### config.mk
export PLATFORM = sky130hd
export DESIGN_NAME = fp_frexp_unit
export DESIGN_NICKNAME = d
export VERILOG_FILES = /design/src/rtl/frexp_pkg.sv /design/src/rtl/fp_classify.sv /design/src/rtl/lead_zero_cnt.sv /design/src/rtl/frexp_core.sv /design/src/rtl/fp_frexp_unit.sv
export SDC_FILE = /design/constraint.sdc
export NUM_CORES = 1
export LEC_CHECK = 0
export ABC_AREA = 1
export BUFFER_PORTS_ARGS = -buffer_cell sky130_fd_sc_hd__buf_4
export CAP_MARGIN = 25
export CORE_UTILIZATION = 30
export CTS_CLUSTER_SIZE = 28
export DETAILED_ROUTE_END_ITERATION = 10
export GPL_ROUTABILITY_DRIVEN = 0
export PLACE_DENSITY_LB_ADDON = 0.3
export SYNTH_ARGS = -nofsm -noshare
export SYNTH_HDL_FRONTEND = slang
export SYNTH_SLANG_ARGS = --single-unit
### constraint.sdc
create_clock -name clk_i -period 0.85 [get_ports clk_i]
set_input_delay 0.1275 -clock clk_i [delete_from_list [all_inputs] [get_ports clk_i]]
set_output_delay 0.1275 -clock clk_i [all_outputs]
set_load 0.01 [all_outputs]
### src/rtl/frexp_pkg.sv
package frexp_pkg;
  typedef enum logic [2:0] {
    CLS_ZERO,
    CLS_SUB,
    CLS_NORM,
    CLS_INF,
    CLS_NAN
  } fp_class_e;
endpackage

### src/rtl/fp_classify.sv
module fp_classify #(
  parameter int EXP_W  = 8,
  parameter int FRAC_W = 23
) (
  input  logic [EXP_W-1:0]        exp_i,
  input  logic [FRAC_W-1:0]       frac_i,
  output frexp_pkg::fp_class_e    cls_o
);
  import frexp_pkg::*;

  logic exp_zero, exp_ones, frac_zero;
  assign exp_zero  = (exp_i == '0);
  assign exp_ones  = (exp_i == '1);
  assign frac_zero = (frac_i == '0);

  always_comb begin
    if (exp_zero)      cls_o = frac_zero ? CLS_ZERO : CLS_SUB;
    else if (exp_ones) cls_o = frac_zero ? CLS_INF  : CLS_NAN;
    else               cls_o = CLS_NORM;
  end
endmodule

### src/rtl/lead_zero_cnt.sv
module lead_zero_cnt #(
  parameter int W = 23,
  localparam int CW = $clog2(W + 1)
) (
  input  logic [W-1:0]  in_i,
  output logic [CW-1:0] cnt_o
);
  // highest set bit wins
  always_comb begin
    cnt_o = CW'(W);
    for (int i = 0; i < W; i++) begin
      if (in_i[i]) cnt_o = CW'(W - 1 - i);
    end
  end

  always_comb begin
    if (in_i != '0) begin
      AST_LZC_LEAD_ONE: assert (in_i[W-1-int'(cnt_o)]);
    end
  end
endmodule

### src/rtl/frexp_core.sv
module frexp_core #(
  parameter int EXP_W     = 8,
  parameter int FRAC_W    = 23,
  parameter int EXP_RES_W = 32,
  localparam int W = 1 + EXP_W + FRAC_W
) (
  input  logic [W-1:0]                  op_i,
  output logic [W-1:0]                  mant_o,
  output logic signed [EXP_RES_W-1:0]   exp_o
);
  import frexp_pkg::*;

  localparam int BIAS     = (1 << (EXP_W - 1)) - 1;
  localparam int LZ_W     = $clog2(FRAC_W + 1);
  localparam int SUB_BASE = 1 - BIAS;

  logic              sgn;
  logic [EXP_W-1:0]  ef;
  logic [FRAC_W-1:0] fr;
  fp_class_e         cls;
  logic [LZ_W-1:0]   lz;
  logic [FRAC_W:0]   frac_sh;
  logic [EXP_W-1:0]  half_exp;

  assign sgn      = op_i[W-1];
  assign ef       = op_i[W-2 -: EXP_W];
  assign fr       = op_i[FRAC_W-1:0];
  assign half_exp = EXP_W'(BIAS - 1);
  assign frac_sh  = {fr, 1'b0} << lz;

  fp_classify #(.EXP_W(EXP_W), .FRAC_W(FRAC_W)) u_cls (
    .exp_i  (ef),
    .frac_i (fr),
    .cls_o  (cls)
  );

  lead_zero_cnt #(.W(FRAC_W)) u_lzc (
    .in_i  (fr),
    .cnt_o (lz)
  );

  always_comb begin
    mant_o = op_i;
    exp_o  = '0;
    unique case (cls)
      CLS_ZERO: begin
        mant_o = op_i;
        exp_o  = '0;
      end
      CLS_SUB: begin
        mant_o = {sgn, half_exp, frac_sh[FRAC_W-1:0]};
        exp_o  = EXP_RES_W'(SUB_BASE) - EXP_RES_W'(lz);
      end
      CLS_NORM: begin
        mant_o = {sgn, half_exp, fr};
        exp_o  = EXP_RES_W'(ef) - EXP_RES_W'(BIAS - 1);
      end
      CLS_INF: begin
        mant_o = {1'b1, {EXP_W{1'b1}}, 1'b1, {(FRAC_W-1){1'b0}}};
        exp_o  = '1;
      end
      CLS_NAN: begin
        mant_o = {sgn, {EXP_W{1'b1}}, 1'b1, fr[FRAC_W-2:0]};
        exp_o  = '1;
      end
      default: begin
        mant_o = op_i;
        exp_o  = '0;
      end
    endcase
  end
endmodule

### src/rtl/fp_frexp_unit.sv
module fp_frexp_unit #(
  parameter int SP_EXP_W  = 8,
  parameter int SP_FRAC_W = 23,
  parameter int DP_EXP_W  = 11,
  parameter int DP_FRAC_W = 52,
  parameter int EXP_RES_W = 32,
  localparam int SP_W = 1 + SP_EXP_W + SP_FRAC_W,
  localparam int DP_W = 1 + DP_EXP_W + DP_FRAC_W
) (
  input  logic            clk_i,
  input  logic            rst_ni,
  input  logic            valid_i,
  input  logic            dbl_i,
  input  logic            op_mant_i,
  input  logic [DP_W-1:0] operand_i,
  output logic            valid_o,
  output logic [DP_W-1:0] result_o
);
  logic [SP_W-1:0]                sp_mant;
  logic signed [EXP_RES_W-1:0]    sp_exp;
  logic [DP_W-1:0]                dp_mant;
  logic signed [EXP_RES_W-1:0]    dp_exp;
  logic [DP_W-1:0]                res_d;

  frexp_core #(.EXP_W(SP_EXP_W), .FRAC_W(SP_FRAC_W), .EXP_RES_W(EXP_RES_W)) u_sp (
    .op_i   (operand_i[SP_W-1:0]),
    .mant_o (sp_mant),
    .exp_o  (sp_exp)
  );

  frexp_core #(.EXP_W(DP_EXP_W), .FRAC_W(DP_FRAC_W), .EXP_RES_W(EXP_RES_W)) u_dp (
    .op_i   (operand_i),
    .mant_o (dp_mant),
    .exp_o  (dp_exp)
  );

  always_comb begin
    unique case ({dbl_i, op_mant_i})
      2'b00:   res_d = DP_W'(unsigned'(sp_exp));
      2'b01:   res_d = DP_W'(sp_mant);
      2'b10:   res_d = DP_W'(unsigned'(dp_exp));
      default: res_d = dp_mant;
    endcase
  end

  always_ff @(posedge clk_i or negedge rst_ni) begin
    if (!rst_ni) begin
      valid_o  <= 1'b0;
      result_o <= '0;
    end else begin
      valid_o <= valid_i;
      if (valid_i) result_o <= res_d;
    end
  end

  AST_VALID_LATENCY: assert property (@(posedge clk_i) disable iff (!rst_ni)
    valid_i |=> valid_o);
  AST_IDLE_HOLD: assert property (@(posedge clk_i) disable iff (!rst_ni)
    !valid_i |=> (!valid_o && $stable(result_o)));
  AST_SP_UPPER_ZERO: assert property (@(posedge clk_i) disable iff (!rst_ni)
    (valid_i && !dbl_i) |=> (result_o[DP_W-1:SP_W] == '0));
  AST_EXP_UPPER_ZERO: assert property (@(posedge clk_i) disable iff (!rst_ni)
    (valid_i && !op_mant_i) |=> (result_o[DP_W-1:EXP_RES_W] == '0));
  AST_DP_SPECIAL_EXP: assert property (@(posedge clk_i) disable iff (!rst_ni)
    (valid_i && dbl_i && !op_mant_i && operand_i[DP_W-2 -: DP_EXP_W] == '1)
      |=> (result_o[EXP_RES_W-1:0] == '1));
  AST_DP_INF_MANT: assert property (@(posedge clk_i) disable iff (!rst_ni)
    (valid_i && dbl_i && op_mant_i && operand_i[DP_W-2 -: DP_EXP_W] == '1
      && operand_i[DP_FRAC_W-1:0] == '0)
      |=> (result_o[DP_W-1] && result_o[DP_W-2 -: DP_EXP_W] == '1 && result_o[DP_FRAC_W-1]));
  AST_DP_ZERO_MANT: assert property (@(posedge clk_i) disable iff (!rst_ni)
    (valid_i && dbl_i && op_mant_i && operand_i[DP_W-2:0] == '0)
      |=> (result_o == $past(operand_i)));
endmodule

==> metrics.txt <==
outcome=finished, violations left; violated checks=design-rule violations, negative setup slack; die area=30700 µm²; P&R area growth vs syn=85.2%; Power Internal=0.00907 W; Total GRT Usage=32.8%; vias in the first global route=14000; Hold Crit Class=primary input to async pin; Nets=2299; mux contribution to synthesized area=0%; CP dominant cell by count=nand2_1; CP Buf/Inv Count=3; initial antenna violation count=0; Post-Route WL=approximately 57000 µm; Clk network pwr share=21.8%; Post-Synth Adder-Cell Area=less than 1%; Mapped Cells=around 1700; post-DR vias/cell=5.93; Worst VDD drop=0.000904 V; slowest stage cell, crit path=a21oi_1; Worst Path Arrival=4460 ps; Synth Warn #=0; post-synth top area share=26.8%; wire per inst=between 20 and 25 µm; 1st-pass router iterations=11; Worst Tran Pin Value=558 ps; count of pins over their slew limit=0; Clock Latency Late Sink=330 ps; Synth async-reset ratio=100%; port bufs=around 130; Initial Util=30.4%; largest net degree at the start of global routing=39; synth unique cells=40; CP max stage delay=300 ps; Die Y=175 µm; ANT cells=0; H-tree lvl count=3; main area contributors after synthesis=nand2_1, dfrtp_1, nand3_1, o21ai_0, inv_1; max cap viols=0; layout cell share with drive strength beyond 1=44.6%; Mapped Nets=approximately 1800; Setup Skew=0 ps; Flop pwr share=23.1%; DR iter-0 viols=2674; Crit path max-delay family=simple AND/OR/NAND/NOR gates; PD cells=940 nW/µm²; final setup fails=129; clock buffer count from CTS=9; #FFs+latches synth=65; clock transition at the registers of the reported paths=60 ps; final critical-path setup slack=-3330 ps; crit-path max FO=8; Simple-Gate Fraction of Synth Area=approximately 52%; commonest non-fill, non-tap cell in the layout=nand2_1; post-route setup TNS=-173090 ps; Sw Share=42.0%; sinks on the clock net=between 60 and 70; Pleak=8.40 nW; Fmax achieved=~0.24 GHz; FILL cells=2600; syn_area_per_cell=5.24 µm²; TritonCTS clock tree=built; Setup CP Type=primary input to flop; first-pass GRT wire length=slightly below 80000 µm; total core area=29600 µm²; area leader, netlist=nand2_1; # IOs=approximately 130; main combinational cell family by area after synthesis=simple AND/OR/NAND/NOR gates; commonest cells after routing, fill and taps aside=nand2_1, buf_4, nand3_1; min Tclk post-route=~4200 ps; final worst path period share=492%; top_reg_cell synth=dfrtp_1; Synth Cell Area=between 8000 and 9000 µm²; antenna viol nets, final=0; switching power=0.00658 W; number of remaining DRC errors=1; crit end category=flop; DP Worst Slack=-3720 ps; Synth Area in Compound Gates=17.5%; grt total ovfl=0; post-synthesis sequential area ratio=18.1%; max_slew headroom=62.4%; Post-synth EDFFs=0; XOR/XNOR Fraction of Synth Area=0.682%; area of the multi-input gates=8420 µm²; Die W=175 µm; critical path required time=between 1000 and 1500 ps; dpl hpwl=38700 µm; register area=1630 µm²; Final Hold Viols=0; Max Root-Sink Buffers=2; CP Launch Type=primary input; via count=15500; setup repair after global routing missed its margin=yes; clock root cell=clkbuf_16; Cell Rows=between 60 and 70; Comb pwr share=between 50% and 60%
per-layer routing:
layer / track usage (%) / share of wire, % / up-vias
met3: 9.14 / 16 / 473
met5: 0 / 0.11 / -
met2: 48.9 / 40 / 1397
li1: - / - / 6745
met1: 43.4 / 36 / 6907
met4: 15.6 / 8.5 / 2
state kept, by name (all words and copies together) (netlist names):
| register | flops |
|---|---|
| valid_o | 1 |
| result_o | 64 |
power groups by stage:
| stage | Sequential, W | Clock [W] | Combinational, W |
|---|---|---|---|
| after global routing | 0.00364 | 0.00359 | 0.00902 |
| after CTS | 0.00360 | 0.00345 | 0.00721 |
| final | 0.00362 | 0.00341 | 0.00862 |
| after global placement | 0.00361 | 0 | 0.00601 |
| after detailed placement | 0.00362 | 0 | 0.00605 |
| after floorplan | 0.00371 | 0 | 0.00283 |
per-stage QoR:
step                hold slack (ps)  cells  util (%)  power [W]  cell area, µm²
global placement              -27.0   2501      44.4    0.00962           13100
detailed placement            -29.3   2501      44.4    0.00967           13100
global route                    187   2620      56.3     0.0162           16700
floorplan                      -168   1715         -    0.00654            9140
CTS                             168   2583      51.9     0.0143           15300
finish                          165   2620      56.3     0.0157           16700
final timing paths:
check | start | end | slack (ps) | depth (start not counted)
worst max-delay path | operand_i[0] | result_o[22] | -3330 | 58
worst min-delay path | rst_ni | result_o[11] | 160 | 2
worst max register to register | result_o[31] | result_o[31] | -80 | 4
worst min register to register | result_o[53] | result_o[53] | 510 | 2
max in group asynchronous | rst_ni | result_o[49] | 240 | 3
min in group clk_i | operand_i[39] | result_o[39] | 220 | 6
cells in the mapped netlist (all sizes together), types with 2 or more instances:
cell type,n
a211oi,3
a21oi,68
a221oi,5
a22o,2
a311oi,2
a31oi,6
buf,28
clkbuf,65
clkinv,5
dfrtp,65
ha,5
inv,150
nand2,644
nand3,315
nand3b,3
nand4,19
nor2,101
nor3,19
nor4,11
o2111ai,2
o211ai,25
o21ai,137
o21bai,4
o221ai,6
o22ai,10
o311ai,2
or2,2
xor2,6
kinds of logic (layout without fill, tap and decap cells):
| group | Yosys count | count (layout) |
|---|---|---|
| simple gates | 1114 | 1114 |
| compound gates | 276 | 276 |
| buf+inv | 248 | 763 |
| flops | 65 | 65 |
| xor+xnor | 7 | 7 |
| fa+ha+maj | 5 | 5 |
timing repair:
action | CTS | global route
pin swaps | 74 | 88
hold endpoints to repair | 67 | 0
resized for setup | 351 | 225
hold buffers | 3 | 0
gates cloned | 3 | 6
endpoints found under the setup margin | 129 | 129
buffers inserted | 61 | 32
area by class of cell:
type                            count  area share, %
Multi-Input combinational cell   1402           50.5
Sequential cell                    65           9.78
Clock inverter                      6          0.263
Inverter                          155           3.64
Clock buffer                       10           1.38
Tap cell                          390           2.93
Timing Repair Buffer              592           31.5
(Power assumes the default switching activity.)
